## src/rtl/chg_pkg.sv

```systemverilog
package chg_pkg;

    // Per-input latch states
    typedef enum logic [1:0] {
        LT_ARMED = 2'd0,
        LT_HELD  = 2'd1,
        LT_TRACK = 2'd2
    } latch_st_e;

    // Interrupt states
    typedef enum logic {
        IRQ_IDLE = 1'b0,
        IRQ_PEND = 1'b1
    } irq_st_e;

    // Register select encoding
    typedef enum logic [1:0] {
        SEL_NEW  = 2'd0,
        SEL_OLD  = 2'd1,
        SEL_STAT = 2'd2,
        SEL_CTRL = 2'd3
    } rsel_e;

endpackage

```

## src/rtl/chg_sync.sv

```systemverilog
module chg_sync #(
    parameter int W      = 8,
    parameter int STAGES = 2
) (
    input  logic         clk,
    input  logic [W-1:0] d,
    output logic [W-1:0] q
);

    logic [W-1:0] stg [STAGES];

    always_ff @(posedge clk) begin
        stg[0] <= d;
        for (int s = 1; s < STAGES; s++) begin
            stg[s] <= stg[s-1];
        end
    end

    assign q = stg[STAGES-1];

endmodule

```

## src/rtl/chg_cell.sv

```systemverilog
module chg_cell
    import chg_pkg::*;
(
    input  logic clk,
    input  logic rst_n,
    input  logic sync_i,
    input  logic mask_i,
    input  logic rd_new_i,
    output logic new_o,
    output logic old_o,
    output logic evt_o,
    output logic held_o
);

    latch_st_e st_q, st_d;
    logic      diff;

    assign diff   = (sync_i != new_o);
    assign evt_o  = !mask_i && (st_q != LT_HELD) && diff;
    assign held_o = (st_q == LT_HELD);

    // Next-state logic
    always_comb begin
        st_d = st_q;
        unique case (st_q)
            LT_ARMED: begin
                if (mask_i)    st_d = LT_TRACK;
                else if (diff) st_d = LT_HELD;
            end
            LT_HELD: begin
                if (mask_i)        st_d = LT_TRACK;
                else if (rd_new_i) st_d = LT_ARMED;
            end
            LT_TRACK: begin
                if (!mask_i) st_d = diff ? LT_HELD : LT_ARMED;
            end
            default: st_d = LT_ARMED;
        endcase
    end

    // State register
    always_ff @(posedge clk) begin
        if (!rst_n) st_q <= LT_ARMED;
        else        st_q <= st_d;
    end

    // Stored bits
    always_ff @(posedge clk) begin
        if (!rst_n) begin
            new_o <= sync_i;
            old_o <= sync_i;
        end else if (mask_i) begin
            new_o <= sync_i;
            old_o <= sync_i;
        end else begin
            if (rd_new_i) old_o <= new_o;
            if (evt_o)    new_o <= sync_i;
        end
    end

endmodule

```

## src/rtl/chg_irq.sv

```systemverilog
module chg_irq
    import chg_pkg::*;
(
    input  logic clk,
    input  logic rst_n,
    input  logic evt_i,
    input  logic stat_rd_i,
    output logic chg_n_o,
    output logic rp_o,
    output logic stat_o
);

    irq_st_e st_q, st_d;

    // Next-state logic: a capture in the same cycle beats a status read
    always_comb begin
        st_d = st_q;
        unique case (st_q)
            IRQ_IDLE: if (evt_i) st_d = IRQ_PEND;
            IRQ_PEND: if (stat_rd_i && !evt_i) st_d = IRQ_IDLE;
            default:  st_d = IRQ_IDLE;
        endcase
    end

    // State register
    always_ff @(posedge clk) begin
        if (!rst_n) st_q <= IRQ_IDLE;
        else        st_q <= st_d;
    end

    // Outputs
    always_ff @(posedge clk) begin
        if (!rst_n) rp_o <= 1'b0;
        else        rp_o <= evt_i;
    end

    assign chg_n_o = (st_q == IRQ_IDLE);
    assign stat_o  = (st_q == IRQ_PEND);

endmodule

```

## src/rtl/chg_latch_top.sv

```systemverilog
module chg_latch_top
    import chg_pkg::*;
#(
    parameter int N_IN        = 8,
    parameter int N_MASK      = 4,
    parameter int SYNC_STAGES = 2
) (
    input  logic            clk,
    input  logic            rst_n,
    input  logic [N_IN-1:0] din,
    input  logic            rd_stb,
    input  logic [1:0]      rd_sel,
    input  logic            wr_stb,
    input  logic [N_IN-1:0] wr_data,
    output logic [N_IN-1:0] rd_data,
    output logic            chg_n,
    output logic            rp_req
);

    localparam int MASK_LO = N_IN - N_MASK;

    logic [N_IN-1:0]   sync_vec;
    logic [N_IN-1:0]   new_vec;
    logic [N_IN-1:0]   old_vec;
    logic [N_IN-1:0]   evt_vec;
    logic [N_IN-1:0]   held_vec;
    logic [N_IN-1:0]   mask_vec;
    logic [N_MASK-1:0] ctrl_q;
    logic              any_evt;
    logic              rd_new;
    logic              stat_rd;
    logic              stat_bit;

    assign rd_new  = rd_stb && (rsel_e'(rd_sel) == SEL_NEW);
    assign stat_rd = rd_stb && (rsel_e'(rd_sel) == SEL_STAT);
    assign any_evt = |evt_vec;

    chg_sync #(.W(N_IN), .STAGES(SYNC_STAGES)) u_sync (
        .clk (clk),
        .d   (din),
        .q   (sync_vec)
    );

    for (genvar i = 0; i < N_IN; i++) begin : g_cell
        if (i >= MASK_LO) begin : g_mk
            assign mask_vec[i] = ctrl_q[i-MASK_LO];
        end else begin : g_nm
            assign mask_vec[i] = 1'b0;
        end

        chg_cell u_cell (
            .clk      (clk),
            .rst_n    (rst_n),
            .sync_i   (sync_vec[i]),
            .mask_i   (mask_vec[i]),
            .rd_new_i (rd_new),
            .new_o    (new_vec[i]),
            .old_o    (old_vec[i]),
            .evt_o    (evt_vec[i]),
            .held_o   (held_vec[i])
        );
    end

    chg_irq u_irq (
        .clk       (clk),
        .rst_n     (rst_n),
        .evt_i     (any_evt),
        .stat_rd_i (stat_rd),
        .chg_n_o   (chg_n),
        .rp_o      (rp_req),
        .stat_o    (stat_bit)
    );

    // Control register (mask bits only)
    always_ff @(posedge clk) begin
        if (!rst_n)      ctrl_q <= '0;
        else if (wr_stb) ctrl_q <= wr_data[N_MASK-1:0];
    end

    // Registered read port
    always_ff @(posedge clk) begin
        if (!rst_n) begin
            rd_data <= '0;
        end else if (rd_stb) begin
            unique case (rsel_e'(rd_sel))
                SEL_NEW:  rd_data <= new_vec;
                SEL_OLD:  rd_data <= old_vec;
                SEL_STAT: rd_data <= {{(N_IN-1){1'b0}}, stat_bit};
                SEL_CTRL: rd_data <= {{(N_IN-N_MASK){1'b0}}, ctrl_q};
                default:  rd_data <= '0;
            endcase
        end
    end

endmodule

```

## config.mk

```make
export PLATFORM = sky130hd
export DESIGN_NAME = chg_latch_top
export DESIGN_NICKNAME = d
export VERILOG_FILES = /design/src/rtl/chg_pkg.sv /design/src/rtl/chg_sync.sv /design/src/rtl/chg_cell.sv /design/src/rtl/chg_irq.sv /design/src/rtl/chg_latch_top.sv
export SDC_FILE = /design/constraint.sdc
export NUM_CORES = 1
export LEC_CHECK = 0
export ABC_AREA = 1
export BUFFER_PORTS_ARGS = -buffer_cell sky130_fd_sc_hd__buf_4
export CORE_ASPECT_RATIO = 1.25
export CORE_MARGIN = 3
export CORE_UTILIZATION = 55
export CTS_BUF_LIST = sky130_fd_sc_hd__clkbuf_8
export CTS_CLUSTER_DIAMETER = 100
export DETAILED_ROUTE_END_ITERATION = 12
export PLACE_DENSITY = 0.76
export SYNTH_ARGS = -nofsm -noshare
export SYNTH_HDL_FRONTEND = slang
export SYNTH_HIERARCHICAL = 1
export SYNTH_SLANG_ARGS = --single-unit
export TNS_END_PERCENT = 100
```

## constraint.sdc

```tcl
create_clock -name clk -period 1.6 [get_ports clk]
set_input_delay 0.24 -clock clk [delete_from_list [all_inputs] [get_ports clk]]
set_output_delay 0.24 -clock clk [all_outputs]
set_load 0.03 [all_outputs]
```

==> out/summary.log, run 1 <==
[timing] final period utilization 89.9%
[synthesis] gate count after technology mapping 424
[clocking] quantity of hold-fixing buffers added after cts 8
[die] die height 90.0 microns
[die] number of top-level pins 32
[route] number of design-rule violations left by the first detailed-router iteration 114
[critical_path] arrival time at the worst endpoint 1.67 ns
[run_status] status finished clean
[clocking] Root Buffer clkbuf_8
[placed_design] post-placement setup slack 0.176 ns
[power_and_ir_drop] Switching Power 1.06 mW
[flow_run] Max-Cap Viols 0
[route] routed via count 2596
[synthesis] Synth Area per Inst 7.32 sq um
[finish] final core utilization 70.4%
[timing] Setup Total Neg Slack 0 ns
[timing] final clock skew 0.00567 ns
[timing] final critical-path setup slack 0.162 ns
[timing] achievable clock frequency 0.695 GHz
[clocking] H-tree levels 3
[finish] # diodes 0
[placed_design] placed cell area 3410 sq um
[power_and_ir_drop] clock network power share 37.2%
[global_route] total global-route track usage 19.5%
[worst_hold_path] class of the worst hold path in -> reg
[clocking] clk buf depth 2
[global_route] initial antenna violation count 0
[finish] finished layout cell area 3700 sq um
[finish] area delta synth->final 19.4%
[die] area of the die 6580 sq um
[power_and_ir_drop] maximum resistive drop on vdd 0.000679 V
[critical_path] launching element type of the critical path flip-flop
[global_route] GRT overflow 0
[synthesis] area of the mapped netlist 3100 sq um
[clocking] total of cells resized after clock tree synthesis 0
[route] DRT Pass-1 Iters 4
[route] total detailed-routing wirelength 5780 microns
[clocking] clock tree from TritonCTS done
[clocking] clock latency on the worst-skew pair 0.34 ns
[die] Initial Util 59.0%
[route] Via-to-Cell Ratio 4.74
[timing] Max Slew Vio Count 0
[die] die extent in x 73.2 microns
[timing] final critical delay including setup and external delays 1.44 ns
[power_and_ir_drop] sequential share of power 45.9%
[power_and_ir_drop] Pwr Density 1070 nW/um^2
[power_and_ir_drop] Logic pwr share 16.9%
[die] number of cell rows 29
[timing] final count of hold timing violations 0
[timing] final count of negative-setup-slack endpoints 0
[placed_design] routability congestion estimate from global placement 0.848
[global_route] global-route wire length before repair 9990 microns
[route] number of design rule violations left after detail routing 0
[power_and_ir_drop] design internal power 2.90 mW
[global_route] vias in the first global route 2381
[power_and_ir_drop] Static Leak 1.90 nW
[critical_path] endpoint required time on the critical path 1.83 ns
[clocking] CTS clock-pin slew for the worst setup and hold paths 0.07 ns
[route] wire length per cell 10.5 microns
[finish] number of nets in the final layout 503
[global_route] maximum number of pins on one net before global-route repair 29
[clocking] buffers inserted during post-CTS setup optimization 0
[critical_path] Worst Path Max Fanout 4
[critical_path] CP endpoint kind flip-flop
[synthesis] synth warn 6
[finish] layout cells sized above 1 20.2%
[route] antenna violation net count after detailed routing 0
[timing] RSZ-0062 raised after global routing no
[placed_design] count of buffers from port buffering 27
[placed_design] hpwl dp 4150 microns
[power_and_ir_drop] total chip power 3.96 mW
[die] CORE AREA 5260 sq um
[clocking] total CTS buffers 9
[clocking] number of sinks driven by the clock tree 62
[critical_path] Critical Setup Path Class reg -> reg
[power_and_ir_drop] Switching Fraction 26.6%
-- layout make-up --
type / count / area (sq um)
fillers: 444 / 1560
flip-flops and latches: 62 / 1400
multi-input cells: 267 / 1300
inverters: 99 / 372
repair buffers: 42 / 335
clock buffers: 10 / 138
clock inverters: 6 / 77.6
well taps: 62 / 77.6
-- layout by cell type, fill, tap and decap left out --
cell type	instances
edfxtp_1	16
nor2_2	15
nand3_1	33
nor3_2	1
bufinv_16	2
inv_2	11
nor2_1	36
inv_1	90
conb_1	16
clkbuf_8	10
o21bai_1	1
nand2_2	7
dlygate4sd3_1	8
nand2_1	95
clkinv_2	2
dfxtp_1	46
a31oi_1	3
nor2_4	1
o211ai_1	15
nand3_2	7
nor3_1	7
o21ai_0	15
a21oi_2	8
a21oi_1	5
nor4_1	2
buf_4	34
-- power groups by stage --
stage          clock network, mW  registers [mW]  logic, mW
2_1_floorplan                  0            1.86      0.469
3_5_place_dp                   0            1.85      0.649
6_report                    1.47            1.82      0.669
3_3_place_gp                   0            1.85      0.634
4_1_cts                     1.51            1.82      0.668
5_1_grt                     1.57            1.84      0.765
-- routing by layer --
layer	global-route usage [%]	routed length (microns)
met1	23.9	2670
met2	30.7	2680
met3	5.47	301
met4	10.0	130
met5	0	0
-- worst paths after layout --
path | cells after the start | slack [ns] | from | endpoint
max | 8 | 0.16 | g_cell[4].u_cell/new_o | u_irq/stat_o
min | 3 | 0.13 | wr_data[0] | ctrl_q[0]
max reg2reg | 8 | 0.16 | g_cell[4].u_cell/new_o | u_irq/stat_o
min reg2reg | 0 | 0.33 | u_sync/stg[0][1] | u_sync/stg[0][9]
-- critical path, cell delays in order, from the launching register on --
cell	delay, ns
edfxtp_1	0.44
inv_1	0.08
nand2_1	0.06
nand2_1	0.11
nor3_1	0.07
nor4_1	0.35
nand2_1	0.10
nand2_1	0.09
nand2_1	0.05
-- flip-flops by register name, indices dropped and copies added (netlist names) --
register and flops:
u_sync/stg 16, g_cell.u_cell/old_o 8, g_cell.u_cell/st_q 16, ctrl_q 4, rd_data 8, u_irq/rp_o 1
u_irq/stat_o 1, g_cell.u_cell/new_o 8
-- per-stage QoR --
stage                     hold slack, ns  cells
final                              0.130    548
after global routing               0.130    548
after CTS                          0.119    548
after detailed placement           0.312    524
after global placement             0.310    524
after floorplan                    0.268    439
Note: power is estimated with default switching activity, not from simulation.
==> run 2, diff against run 1 <==
Settings changed: CELL_PAD_IN_SITES_DETAIL_PLACEMENT set to 1, CELL_PAD_IN_SITES_GLOBAL_PLACEMENT set to 1, CORE_UTILIZATION 55 to 44, PLACE_DENSITY 0.76 to 0.91, SLEW_MARGIN set to 10.
==> out/summary.log, run 2 (synthesis gave the netlist of run 1 again) <==
[placed_design] placed cell area 3450 sq um [+1.1%]
[die] die extent in x 81.1 microns [+11%]
[die] number of cell rows 33 [+14%]
[power_and_ir_drop] Switching Fraction 29.7% [+3.1 points]
[timing] minimum hold slack 0.133 ns [+0.00341 ns]
[finish] most common library cell in the layout ignoring fill and taps nand2_1
[route] Via-to-Cell Ratio 4.90 [+3.4%]
[timing] RSZ-0062 raised after global routing no
[timing] Setup Total Neg Slack 0 ns [unchanged]
[die] number of top-level pins 32 [unchanged]
[route] wire length per cell 13.9 microns [+32%]
[timing] final critical-path setup slack 0.143 ns [-0.0195 ns]
[critical_path] Critical Setup Path Class reg -> reg
[critical_path] launching element type of the critical path flip-flop
[power_and_ir_drop] total chip power 3.86 mW [-2.6%]
[global_route] total global-route track usage 21.6% [+2.0 points]
[placed_design] DP Cell Count 550 [+5.0%]
[finish] area delta synth->final 20.5%
[timing] final count of hold timing violations 0 [unchanged]
[clocking] clk buf depth 2 [unchanged]
[finish] # diodes 0 [unchanged]
[power_and_ir_drop] sequential share of power 47.4% [+1.5 points]
[critical_path] origin of the critical flop-to-flop path g_cell[6].u_cell/new_o
[route] DRT Pass-1 Iters 4 [unchanged]
[worst_hold_path] class of the worst hold path in -> reg
[route] number of design-rule violations left by the first detailed-router iteration 100 [-12%]
[run_status] status finished clean
[route] routed via count 2822 [+8.7%]
[timing] final count of negative-setup-slack endpoints 0 [unchanged]
[power_and_ir_drop] clock network power share 33.7% [-3.5 points]
[power_and_ir_drop] maximum resistive drop on vdd 0.000678 V [about the same]
[clocking] clock latency on the worst-skew pair 0.34 ns [about the same]
[die] area of the die 8100 sq um [+23%]
[global_route] global-route wire length before repair 13600 microns [+36%]
[placed_design] post-placement setup slack 0.0151 ns [-0.160 ns]
[placed_design] hpwl dp 5540 microns [+34%]
[route] total detailed-routing wirelength 8010 microns [+39%]
[finish] layout cells sized above 1 21.3% [+1.1 points]
[finish] post-layout instance count excluding filler cells 576 [+5.1%]
[finish] finished layout cell area 3740 sq um [+0.95%]
[finish] final core utilization 55.9% [-15 points]
[critical_path] arrival time at the worst endpoint 1.69 ns [+0.02 ns]
[clocking] total CTS buffers 9 [unchanged]
[flow_run] Max-Cap Viols 0 [unchanged]
[timing] final clock skew 0.0109 ns [+0.00523 ns]
[power_and_ir_drop] Pwr Density 1030 nW/um^2 [-3.5%]
[die] die height 99.9 microns [+11%]
[worst_hold_path] Hold EP ctrl_q[1]
[route] antenna violation net count after detailed routing 0 [unchanged]
[power_and_ir_drop] Switching Power 1.15 mW [+8.7%]
[finish] leading cell types in the layout, fill and taps excluded nand2_1 (94), inv_1 (90), dfxtp_1 (46)
[global_route] GRT overflow 0 [unchanged]
[finish] leading registers by flop count g_cell.u_cell/st_q (16), u_sync/stg (16)
[global_route] vias in the first global route 3016 [+27%]
[global_route] maximum number of pins on one net before global-route repair 28 [-3.4%]
[worst_hold_path] Cells on Worst Hold Path 3 [unchanged]
[clocking] Root Buffer clkbuf_8
[global_route] initial antenna violation count 0 [unchanged]
[die] Initial Util 46.4% [-13 points]
[worst_hold_path] min-delay src wr_data[1]
[clocking] number of sinks driven by the clock tree 62 [unchanged]
[finish] number of nets in the final layout 506 [+0.60%]
[timing] final period utilization 91.1% [+1.2 points]
[timing] achievable clock frequency 0.686 GHz [-1.3%]
[placed_design] count of buffers from port buffering 27 [unchanged]
[critical_path] reg-to-reg critical path endpoint u_irq/stat_o
[timing] final critical delay including setup and external delays 1.46 ns [+0.0195 ns]
[clocking] H-tree levels 3 [unchanged]
[critical_path] Worst Path Max Fanout 4 [unchanged]
[clocking] CTS clock-pin slew for the worst setup and hold paths 0.07 ns [about the same]
[critical_path] CP endpoint kind flip-flop
[power_and_ir_drop] Static Leak 1.91 nW [+0.12%]
[critical_path] endpoint required time on the critical path 1.83 ns [about the same]
[placed_design] routability congestion estimate from global placement 0.798 [-5.9%]
[critical_path] slack of the worst reg-to-reg path 0.14 ns [-0.02 ns]
[critical_path] length in cells of the worst reg-to-reg path 8 [unchanged]
[clocking] clock tree from TritonCTS done
[power_and_ir_drop] design internal power 2.71 mW [-6.7%]
[power_and_ir_drop] Logic pwr share 18.9% [+2.0 points]
[timing] Max Slew Vio Count 0 [unchanged]
[route] number of design rule violations left after detail routing 0 [unchanged]
[die] CORE AREA 6690 sq um [+27%]
run 2: layout make-up:
cell class | count | area (sq um)
inverter | 99 | 372
multi-input combinational | 267 | 1320
fill | 881 | 2950
clock buffer | 9 | 124
clock inverter | 7 | 57.6
tap | 87 | 109
timing repair buffer | 45 | 358
sequential | 62 | 1400
run 2: what timing repair did:
| item | CTS | global route |
|---|---|---|
| buffers inserted | 0 | 2 |
| resized for setup | 0 | 3 |
| endpoints found under the hold margin | 8 | 0 |
| setup endpoints to repair | 0 | 2 |
| hold buffers | 8 | 0 |
run 2: power groups by stage:
stage,clock (mW),combinational (mW),sequential (mW)
global route,1.40,0.822,1.84
CTS,1.34,0.708,1.83
global placement,0,0.638,1.85
detailed placement,0,0.678,1.86
finish,1.30,0.729,1.83
floorplan,0,0.469,1.86
run 2: worst max-delay path, stage by stage, from the launching register on:
cell and delay [ns]:
edfxtp_1 0.44, inv_1 0.08, nand2_1 0.07, nand2_2 0.09
nor3_1 0.06, nor4_2 0.34, nand2_1 0.12, nand2_1 0.09
nand2_1 0.05
run 2: routing by layer:
metal	global-route usage, %	vias to the layer above	routed length, microns
li1	-	1412	-
met1	23.8	1357	3280
met2	39.5	42	4320
met3	4.94	11	292
met4	7.93	0	116
met5	0	-	0
run 2: worst max-delay path by stage:
stage | startpoint | endpoint | slack, ns | depth (start not counted)
2_1_floorplan | rd_sel[1] | g_cell[4].u_cell/st_q[0] | 0.23 | 8
3_3_place_gp | g_cell[5].u_cell/new_o | u_irq/stat_o | 0.15 | 8
3_5_place_dp | g_cell[5].u_cell/new_o | u_irq/stat_o | 0.02 | 8
4_1_cts | g_cell[5].u_cell/new_o | u_irq/rp_o | 0.0007 | 8
5_1_grt | g_cell[4].u_cell/new_o | u_irq/stat_o | 0.03 | 8
6_report | g_cell[6].u_cell/new_o | u_irq/stat_o | 0.14 | 8
==> run 3, diff against run 2 <==
==> constraint.sdc (replaced) <==
create_clock -name clk -period 1.6 [get_ports clk]
set_input_delay 0 -clock clk [delete_from_list [all_inputs] [get_ports clk]]
set_output_delay 0 -clock clk [all_outputs]
set_load 0.03 [all_outputs]
==> out/summary.log, run 3 (synthesis gave the netlist of run 1 again) <==
[run_status] status finished clean
[timing] Setup Total Neg Slack 0 ns [unchanged]
[finish] finished layout cell area 3810 sq um [+1.9%]
[finish] number of nets in the final layout 513 [+1.4%]
[die] Initial Util 46.4% [unchanged]
[power_and_ir_drop] Static Leak 1.94 nW [+1.9%]
[timing] final count of hold timing violations 0 [unchanged]
[power_and_ir_drop] maximum resistive drop on vdd 0.000567 V [-16%]
[clocking] H-tree levels 3 [unchanged]
[route] number of design rule violations left after detail routing 0 [unchanged]
[global_route] initial antenna violation count 0 [unchanged]
[global_route] global-route wire length before repair 13800 microns [+2.1%]
[clocking] number of sinks driven by the clock tree 62 [unchanged]
[route] DRT Pass-1 Iters 4 [unchanged]
[die] number of cell rows 33 [unchanged]
[worst_hold_path] class of the worst hold path in -> reg
[clocking] clock tree from TritonCTS done
[finish] layout cells sized above 1 20.4% [-0.90 points]
[global_route] vias in the first global route 3039 [+0.76%]
[placed_design] routability congestion estimate from global placement 0.751 [-5.8%]
[finish] # diodes 0 [unchanged]
[finish] area delta synth->final 22.7%
[clocking] total CTS buffers 9 [unchanged]
[placed_design] DP Cell Count 550 [unchanged]
[route] total detailed-routing wirelength 8210 microns [+2.5%]
[route] wire length per cell 14.1 microns [+1.3%]
[timing] Max Slew Vio Count 0 [unchanged]
[finish] post-layout instance count excluding filler cells 583 [+1.2%]
[finish] leading registers by flop count g_cell.u_cell/st_q (16), u_sync/stg (16)
[timing] final count of negative-setup-slack endpoints 0 [unchanged]
[placed_design] hpwl dp 5610 microns [+1.2%]
[die] CORE AREA 6690 sq um [unchanged]
[die] area of the die 8100 sq um [unchanged]
[finish] final core utilization 56.9% [+1.0 points]
[critical_path] Critical Setup Path Class reg -> reg
[route] antenna violation net count after detailed routing 0 [unchanged]
[power_and_ir_drop] sequential share of power 47.4% [about the same]
[power_and_ir_drop] clock network power share 33.3% [-0.4 points]
[critical_path] arrival time at the worst endpoint 1.69 ns [about the same]
[clocking] Root Buffer clkbuf_8
[flow_run] Max-Cap Viols 0 [unchanged]
[power_and_ir_drop] design internal power 2.69 mW [-0.56%]
[global_route] maximum number of pins on one net before global-route repair 27 [-3.6%]
[timing] final critical delay including setup and external delays 1.45 ns [-0.00902 ns]
[placed_design] count of buffers from port buffering 27 [unchanged]
[power_and_ir_drop] Logic pwr share 19.2% [+0.3 points]
[timing] achievable clock frequency 0.690 GHz [+0.62%]
[power_and_ir_drop] total chip power 3.86 mW [about the same]
[critical_path] launching element type of the critical path flip-flop
[power_and_ir_drop] Switching Power 1.17 mW [+1.6%]
[timing] RSZ-0062 raised after global routing no
[route] Via-to-Cell Ratio 4.91 [+0.20%]
[critical_path] Worst Path Max Fanout 4 [unchanged]
[route] routed via count 2862 [+1.4%]
[die] number of top-level pins 32 [unchanged]
[timing] final clock skew 0.00808 ns [-0.00283 ns]
[clocking] clock latency on the worst-skew pair 0.35 ns [about the same]
[global_route] total global-route track usage 22.3% [+0.76 points]
[critical_path] CP endpoint kind flip-flop
[timing] final period utilization 90.5% [-0.56 points]
[critical_path] Worst setup startpoint g_cell[6].u_cell/new_o
[power_and_ir_drop] Switching Fraction 30.2% [+0.45 points]
[critical_path] origin of the critical flop-to-flop path g_cell[6].u_cell/new_o
[critical_path] endpoint required time on the critical path 1.84 ns [about the same]
[power_and_ir_drop] Pwr Density 1010 nW/um^2 [-1.8%]
[route] number of design-rule violations left by the first detailed-router iteration 125 [+25%]
[finish] leading cell types in the layout, fill and taps excluded nand2_1 (95), inv_1 (91), dfxtp_1 (46)
[global_route] GRT overflow 0 [unchanged]
[placed_design] placed cell area 3450 sq um [unchanged]
[clocking] CTS clock-pin slew for the worst setup and hold paths 0.07 ns [about the same]
[finish] most common library cell in the layout ignoring fill and taps nand2_1
[clocking] clk buf depth 2 [unchanged]
[die] die height 99.9 microns [unchanged]
[worst_hold_path] min-delay src rd_sel[0]
[die] die extent in x 81.1 microns [unchanged]
==> run 3: final timing paths <==
| kind | end | slack (ns) | depth (start not counted) |
|---|---|---|---|
| worst min register to register | u_sync/stg[0][14] | 0.32 | 0 |
| worst max-delay path | u_irq/stat_o | 0.15 | 8 |
| worst max register to register | u_irq/stat_o | 0.15 | 8 |
| worst min-delay path | rd_data[3] | 0.007 | 3 |
==> run 3: repair_timing <==
action	CTS	global route
setup endpoints to repair	0	2
gates resized for setup	0	2
hold endpoints to repair	12	0
buffers inserted	0	1
hold buffers	16	0
==> run 3: power groups by stage <==
| stage | clock (mW) | sequential (mW) | combinational [mW] |
|---|---|---|---|
| after floorplan | 0 | 1.86 | 0.469 |
| after global placement | 0 | 1.85 | 0.643 |
| after detailed placement | 0 | 1.86 | 0.680 |
| after CTS | 1.31 | 1.83 | 0.727 |
| after global routing | 1.41 | 1.84 | 0.833 |
| final | 1.29 | 1.83 | 0.743 |
==> run 3: layout make-up <==
class                      instances  area (sq um)
fill                             882          2880
sequential                        62          1400
multi-input combinational        267          1320
timing repair buffer              52           430
inverter                          99           372
clock buffer                      12           165
tap                               87           109
clock inverter                     4          16.3
==> run 3: worst max-delay path, stage by stage (launching register included) <==
cell	delay (ns)
edfxtp_1	0.44
inv_1	0.08
nand2_1	0.06
nand2_1	0.09
nor3_1	0.09
nor4_2	0.34
nand2_1	0.09
nand2_1	0.09
nand2_1	0.06
==> run 3: per-layer routing <==
metal	wire (microns)	up-vias	global-route usage (%)
li1	-	1420	-
met1	3340	1390	23.7
met3	275	11	5.12
met4	160	0	9.75
met2	4440	41	41.2
met5	0	-	0
==> run 3: through the flow <==
step / worst slack (ns) / hold WS [ns]
final: 0.152 / 0.00678
after global routing: 0.00274 / 0.00521
after CTS: 0.0648 / 0.000713
after detailed placement: 0.127 / 0.105
after global placement: 0.194 / 0.105
after floorplan: 0.413 / 0.0277
